## src/rtl/quad_mac_sum.sv

```systemverilog
module quad_mac_sum #(
  parameter int AW      = 9,
  parameter int BW      = 9,
  parameter bit IN_REG  = 1'b1,
  parameter bit PL_REG  = 1'b1,
  parameter bit OUT_REG = 1'b1,
  parameter int IN_CLK  = 0,
  parameter int PL_CLK  = 0,
  parameter int OUT_CLK = 0,
  parameter int IN_CE   = 0,
  parameter int PL_CE   = 1,
  parameter int OUT_CE  = 2,
  parameter int IN_RST  = 1,
  parameter int PL_RST  = 2,
  parameter int OUT_RST = 3,
  localparam int PW = AW + BW,
  localparam int RW = PW + 2
) (
  input  logic            clk,
  input  logic [3:0]      ce_src,
  input  logic [3:0]      rst_src,
  input  logic            signed_mode,
  input  logic            sub0,
  input  logic            sub1,
  input  logic            a_shift,
  input  logic            b_shift,
  input  logic [4*AW-1:0] a_bus,
  input  logic [4*BW-1:0] b_bus,
  input  logic [AW-1:0]   a_sin,
  input  logic [BW-1:0]   b_sin,
  output logic [AW-1:0]   a_sout,
  output logic [BW-1:0]   b_sout,
  output logic [RW-1:0]   result
);

  localparam int CLK_SEL_SUM = IN_CLK + PL_CLK + OUT_CLK;

  function automatic logic [PW-1:0] mul(input logic [AW-1:0] a, input logic [BW-1:0] b,
                                        input logic sg);
    logic signed [AW:0]   ax;
    logic signed [BW:0]   bx;
    logic signed [PW+1:0] full;
    ax   = {sg & a[AW-1], a};
    bx   = {sg & b[BW-1], b};
    full = ax * bx;
    return full[PW-1:0];
  endfunction

  function automatic logic [PW:0] pair(input logic [PW-1:0] p, input logic [PW-1:0] q,
                                       input logic sg, input logic sub);
    logic [PW:0] px, qx;
    px = {sg & p[PW-1], p};
    qx = {sg & q[PW-1], q};
    return sub ? px - qx : px + qx;
  endfunction

  logic [3:0][AW-1:0] a_nx, a_op;
  logic [3:0][BW-1:0] b_nx, b_op;
  logic [2:0]         c_in, c_op;
  logic [3:0][PW-1:0] p_nx, p_op;
  logic [2:0]         c2_op;
  logic [PW:0]        s0, s1;
  logic [RW-1:0]      sum_d;
  logic               unused_lines;

  assign unused_lines = ^{ce_src, rst_src, CLK_SEL_SUM[0]};
  assign c_in = {signed_mode, sub0, sub1};

  for (genvar k = 0; k < 4; k++) begin : g_lane
    logic [AW-1:0] a_ch;
    logic [BW-1:0] b_ch;
    if (k > 0 && IN_REG) begin : g_chain
      assign a_ch = a_op[k-1];
      assign b_ch = b_op[k-1];
    end else begin : g_head
      assign a_ch = a_sin;
      assign b_ch = b_sin;
    end
    assign a_nx[k] = a_shift ? a_ch : a_bus[k*AW +: AW];
    assign b_nx[k] = b_shift ? b_ch : b_bus[k*BW +: BW];
    assign p_nx[k] = mul(a_op[k], b_op[k], c_op[2]);
  end

  if (IN_REG) begin : g_in_reg
    logic               en, clr;
    logic [3:0][AW-1:0] a_q;
    logic [3:0][BW-1:0] b_q;
    logic [2:0]         c_q;
    assign en  = ce_src[IN_CE];
    assign clr = rst_src[IN_RST];
    always_ff @(posedge clk) begin
      if (clr) begin
        a_q <= '0;
        b_q <= '0;
        c_q <= '0;
      end else if (en) begin
        a_q <= a_nx;
        b_q <= b_nx;
        c_q <= c_in;
      end
    end
    assign a_op = a_q;
    assign b_op = b_q;
    assign c_op = c_q;
  end else begin : g_in_byp
    assign a_op = a_nx;
    assign b_op = b_nx;
    assign c_op = c_in;
  end

  assign a_sout = a_op[3];
  assign b_sout = b_op[3];

  if (PL_REG) begin : g_pl_reg
    logic               en, clr;
    logic [3:0][PW-1:0] p_q;
    logic [2:0]         c_q;
    assign en  = ce_src[PL_CE];
    assign clr = rst_src[PL_RST];
    always_ff @(posedge clk) begin
      if (clr) begin
        p_q <= '0;
        c_q <= '0;
      end else if (en) begin
        p_q <= p_nx;
        c_q <= c_op;
      end
    end
    assign p_op  = p_q;
    assign c2_op = c_q;
  end else begin : g_pl_byp
    assign p_op  = p_nx;
    assign c2_op = c_op;
  end

  assign s0 = pair(p_op[0], p_op[1], c2_op[2], c2_op[1]);
  assign s1 = pair(p_op[2], p_op[3], c2_op[2], c2_op[0]);
  assign sum_d = {(c2_op[2] | c2_op[1]) & s0[PW], s0}
               + {(c2_op[2] | c2_op[0]) & s1[PW], s1};

  if (OUT_REG) begin : g_out_reg
    logic          en, clr;
    logic [RW-1:0] r_q;
    assign en  = ce_src[OUT_CE];
    assign clr = rst_src[OUT_RST];
    always_ff @(posedge clk) begin
      if (clr)     r_q <= '0;
      else if (en) r_q <= sum_d;
    end
    assign result = r_q;
  end else begin : g_out_byp
    assign result = sum_d;
  end

endmodule


```

## config.mk

```make
export PLATFORM = sky130hd
export DESIGN_NAME = quad_mac_sum
export DESIGN_NICKNAME = d
export VERILOG_FILES = /design/src/rtl/quad_mac_sum.sv
export SDC_FILE = /design/constraint.sdc
export NUM_CORES = 2
export LEC_CHECK = 0
export BUFFER_PORTS_ARGS = -buffer_cell sky130_fd_sc_hd__clkbuf_2
export CAP_MARGIN = 40
export CORE_MARGIN = 2
export CORE_UTILIZATION = 35
export CTS_CLUSTER_DIAMETER = 200
export DETAILED_ROUTE_END_ITERATION = 16
export GPL_ROUTABILITY_DRIVEN = 0
export SYNTH_ARGS = -nofsm -noshare
export SYNTH_HDL_FRONTEND = slang
export SYNTH_SLANG_ARGS = --single-unit
export TNS_END_PERCENT = 20
```

## constraint.sdc

```tcl
create_clock -name clk -period 7.3 [get_ports clk]
set_clock_uncertainty 0.15 [all_clocks]
set_input_delay 1.46 -clock clk [delete_from_list [all_inputs] [get_ports clk]]
set_output_delay 1.46 -clock clk [all_outputs]
set_load 0.005 [all_outputs]
```

; After elaboration in Yosys (flattened, before gate mapping)
; Index checks and enable logic that the tools add are counted.
[totals]
regBits = 170
in_bits = 104
elab_cells = 50
[op_classes]
addsub = 5
mul = 4
n_mux = 10
bitwise = 16
[ops]
columns = op, count
row1 = $mul A10 B10 Y18, 4
row2 = $mux W9, 8
row3 = $add A19 B19 Y19, 2
row4 = $mux W19, 2
row5 = $sub A19 B19 Y19, 2
row6 = $add A20 B20 Y20, 1
row7 = $and A1 B1 Y1, 14
row8 = $or A1 B1 Y1, 2

; Logic depth before layout (Yosys ltp)
[depth]
word_depth = 5
ltp_mapped = 26
ltp_nobuf = 26

; Least setup slack after synthesis
; No wires, ideal clock.
[synth_path]
kind = register to register
start = register g_in_reg.c_q[2], in the netlist c_op[2]
end = register g_pl_reg.p_q[17] (netlist bit)
arrival_time_ns = 5.017
t_required_ns = 7.033
path_slack_ns = 2.016
stages_incl_launch_ff = 20
path_buffers = 1
period_less_slack_ns = 5.284
cell_sequence = dfxtp_1 > clkbuf_1 > nand2_1 > or2_2 > fa_1 > fa_1 > inv_1 > fa_1 > fa_1 > inv_1 > fa_1 > inv_1 > ha_1 > a211oi_1 > o311ai_1 > a21o_1 > a21o_1 > a31oi_1 > xnor2_1 > a22o_1
[synth_via]
elab_chain_cells = 2
[synth_rtl]
columns = item, line
row1 = from (decl), 88  ; logic [2:0] c_q;
row2 = from (signal assigned), 99  ; c_q <= c_in;
row3 = "$and A1 B1 Y1, on equally long branches", "43, 44"
row4 = $mul A10 B10 Y18 *, 45  ; full = ax * bx;
row5 = to (signal assigned), 125  ; p_q <= p_nx;
row6 = to (decl), 116  ; logic [3:0][PW-1:0] p_q;
; Mark *: on every way between the ends. The rest lies on a longest branch, timed or not.
; A chain may end at the register's enable or synchronous reset.

; Final worst setup path
; Ends and elaborated chain as after synthesis.

==> results.py <==
metrics = {
    "timing": {
        "finalMaxSlewViolations": 0,
        "share_of_the_cycle_needed_by_the_critical_path_after_routing_pct": 83.3,
        "finalHoldViolations": 0,
        "final.min_clock_period_ns": 6.08,
        "setup-tns-final_ns": 0,
        "slew_headroom_pct": 41.1,
        "worst_margin_pin_slew_ns": 0.883,
        "timing.final.setup_violations": 0,
        "final_worst_setup_slack_ns": 1.22,
        "max_clock_freq_ghz": 0.164,
        "grt_setup_unrepaired": "no",
        "hold_slack_ns": 0.313,
    },
    "yosys": {
        "synthCells": 2784,
        "post_synth_num_cell_types": 60,
        "synth_top_area_cell": "sky130_fd_sc_hd__fa_1",
        "summed_instance_area_of_the_synthesized_netlist_mm2": 0.0242,
        "syn_nets": 3456,
        "ys_seq_elements": 170,
        "synth_flop_cell": "sky130_fd_sc_hd__dfxtp_1",
        "syn_area_per_cell_um2": 8.68,
        "synth-edff-count": 0,
        "synth.yosys.seq_area_share_pct": 14.1,
        "ys_async_sr_fraction_pct": 0,
        "synth_top_cells_by_area": "sky130_fd_sc_hd__fa_1 27%, sky130_fd_sc_hd__dfxtp_1 14%, sky130_fd_sc_hd__ha_1 12%",
        "synthTopCellsByCount": "482 x sky130_fd_sc_hd__inv_1, 331 x sky130_fd_sc_hd__fa_1, 262 x sky130_fd_sc_hd__nor2_1, 237 x sky130_fd_sc_hd__ha_1, 218 x sky130_fd_sc_hd__nand2_1",
        "synth_most_common_cell": "sky130_fd_sc_hd__inv_1",
        "yosys.area.top_type_share_pct": 27.4,
        "ys.warnings.count": 0,
    },
    "floorplanning": {
        "die-width_um": 267,
        "core_area_mm2": 0.0685,
        "die_area_mm2": 0.0711,
        "placementRows": 96,
        "die_h_um": 267,
        "io_pins": 142,
        "initial_utilization_pct": 35.3,
    },
    "grt": {
        "globalRouteOverflowTotal": 0,
        "first_pass_grt_wire_length_um": 98000,
        "grt_start_max_net_pins": 77,
        "first_global_vias": 17704,
        "grt_use_total_pct": 17.6,
        "number_of_antenna_violations_at_the_first_check_in_global_routing": 0,
    },
    "status": {
        "status": "finished clean",
    },
    "cts": {
        "post-cts-setup-buffer-count": 0,
        "cts_root_buf": "sky130_fd_sc_hd__clkbuf_16",
        "tritoncts_num_sinks": 170,
        "clk_pin_slew_ns": 0.07,
        "total_of_cells_resized_after_clock_tree_synthesis": 0,
        "cts_inserted_buffers": 17,
        "cts_tree": "done",
        "clk_path_buf_depth": 2,
        "insertion_delay_ns": 0.47,
        "cts_stage_hold_buffer_count": 0,
        "cts_htree_levels": 4,
    },
    "critical_path": {
        "timing.critical_path.fanout_max": 12,
        "cp_data_arrival_time_ns": 6.34,
        "end_kind": "register",
        "timing_worst_setup_path_type": "reg2reg",
        "crit_start_category": "register",
        "timing.reg2reg.worst_path_depth": 18,
        "required_ns": 7.55,
    },
    "detailed_routing": {
        "routedWlPerCell_um": 16.4,
        "first_pass_iters": 5,
        "route.detailed.drc": 0,
        "routed_via_density": 4.89,
        "drtAntennaViolNets": 0,
        "drtIter0Drc": 1071,
        "wl_um": 61100,
        "detailroute.via_count": 18193,
    },
    "layout": {
        "layout.filler_cells": 7047,
        "fin_util_pct": 38.2,
        "finish.net_count": 3498,
        "post-route-cell-area_mm2": 0.0262,
        "area_growth_pct": 8.42,
        "num_antenna_cells": 0,
        "layout-drive-gt1-share_pct": 7.71,
    },
    "job": {
        "drv_cap": 0,
    },
    "min_path": {
        "holdPathStages": 2,
        "min_path_type": "reg2reg",
    },
    "placed_design": {
        "detailedPlacementHpwl_um": 49600,
        "dp_worst_setup_slack_ns": 1.25,
        "portBuffers": 139,
        "detailed_place.area_mm2": 0.0256,
    },
    "power": {
        "ir_worst_vdd_uv": 192,
        "leakage_uw": 0.0130,
        "powerDensity_mw_per_mm2": 196,
    },
}
-- placed cells by master (no fill, tap or decap), types with 10 or more instances in the layout --
master and n:
sky130_fd_sc_hd__nor2_1 262, sky130_fd_sc_hd__a31oi_1 10, sky130_fd_sc_hd__o21bai_1 12, sky130_fd_sc_hd__and3_1 12
sky130_fd_sc_hd__o21ai_0 29, sky130_fd_sc_hd__xor2_1 33, sky130_fd_sc_hd__a211oi_1 84, sky130_fd_sc_hd__dfxtp_1 170
sky130_fd_sc_hd__nor2b_1 17, sky130_fd_sc_hd__nand2b_1 14, sky130_fd_sc_hd__mux2i_1 143, sky130_fd_sc_hd__nand2_1 218
sky130_fd_sc_hd__inv_1 482, sky130_fd_sc_hd__nor3_1 24, sky130_fd_sc_hd__o211ai_1 10, sky130_fd_sc_hd__and2_1 171
sky130_fd_sc_hd__o21ai_1 15, sky130_fd_sc_hd__xnor2_1 139, sky130_fd_sc_hd__a21oi_1 74, sky130_fd_sc_hd__buf_4 17
sky130_fd_sc_hd__fa_1 331, sky130_fd_sc_hd__nand3_1 31, sky130_fd_sc_hd__or2_2 22, sky130_fd_sc_hd__a21o_1 18
sky130_fd_sc_hd__clkbuf_2 136, sky130_fd_sc_hd__o21a_1 17, sky130_fd_sc_hd__ha_1 237, sky130_fd_sc_hd__clkbuf_16 17
-- final timing paths --
check	start	endpoint	slack [ns]
max reg2reg	c_op[2]$_SDFFE_PP0P_	g_pl_reg.p_q[17]$_SDFFE_PP0P_	1.22
max	c_op[2]$_SDFFE_PP0P_	g_pl_reg.p_q[17]$_SDFFE_PP0P_	1.22
min	result[4]$_SDFFE_PP0P_	result[4]$_SDFFE_PP0P_	0.31
min reg2reg	result[4]$_SDFFE_PP0P_	result[4]$_SDFFE_PP0P_	0.31
-- state kept, by name, summed over array words and instances (netlist names) --
name	cells
c2_op	3
g_pl_reg.p_q	72
b_sout	9
result	20
c_op	3
g_lane.a_ch	27
a_sout	9
g_lane.b_ch	27
-- layer usage --
layer / track usage, % / up-vias / part of all wire [%]
met5: 0 / - / 0
li1: - / 8866 / -
met4: 3.72 / 0 / 1.5
met2: 27.8 / 457 / 45
met3: 2.96 / 45 / 5.5
met1: 25.3 / 8825 / 48
-- worst max-delay path, stage by stage, from the launching register on --
cell                       delay, ns
sky130_fd_sc_hd__dfxtp_1        0.67
sky130_fd_sc_hd__and2_1         0.36
sky130_fd_sc_hd__nand2_1        0.17
sky130_fd_sc_hd__fa_1           0.78
sky130_fd_sc_hd__inv_1          0.10
sky130_fd_sc_hd__fa_1           0.49
sky130_fd_sc_hd__fa_1           0.51
sky130_fd_sc_hd__fa_1           0.49
sky130_fd_sc_hd__inv_1          0.05
sky130_fd_sc_hd__fa_1           0.47
sky130_fd_sc_hd__inv_1          0.04
sky130_fd_sc_hd__ha_1           0.34
sky130_fd_sc_hd__nand3_1        0.09
sky130_fd_sc_hd__o311ai_1       0.37
sky130_fd_sc_hd__a21o_1         0.19
sky130_fd_sc_hd__a21o_1         0.14
sky130_fd_sc_hd__a31oi_1        0.10
sky130_fd_sc_hd__xnor2_1        0.32
sky130_fd_sc_hd__a22o_1         0.17
-- final cells by class --
class,instances,area (um2),area share (%)
sequential,170,3400,13.0
clock buffer,19,453,1.73
multi-input combinational,1999,18400,70.4
timing repair buffer,155,833,3.18
clock inverter,13,139,0.530
tap,882,1100,4.21
inverter,483,1810,6.92
-- stage by stage --
stage | power (uW) | cells
2_1_floorplan | 3470 | 2784
3_3_place_gp | 4160 | 3688
3_5_place_dp | 4180 | 3689
4_1_cts | 5160 | 3721
5_1_grt | 5600 | 3721
6_report | 5130 | 3721
-- where the power goes --
group	switching, uW	internal (uW)
combinational	1660	1300
clock	428	524
sequential	187	1030
total	2270	2860
-- cells by family after synthesis --
kind of cell    Yosys count  share of synthesized area (%)
simple gates            789                           15.2
buf+inv                 615                           9.56
fa+ha+maj               568                           39.7
compound gates          324                           9.08
xor+xnor                173                           6.30
flops                   170                           14.1
mux                     145                           6.02
No activity file was read; power rests on OpenSTA's default activity.
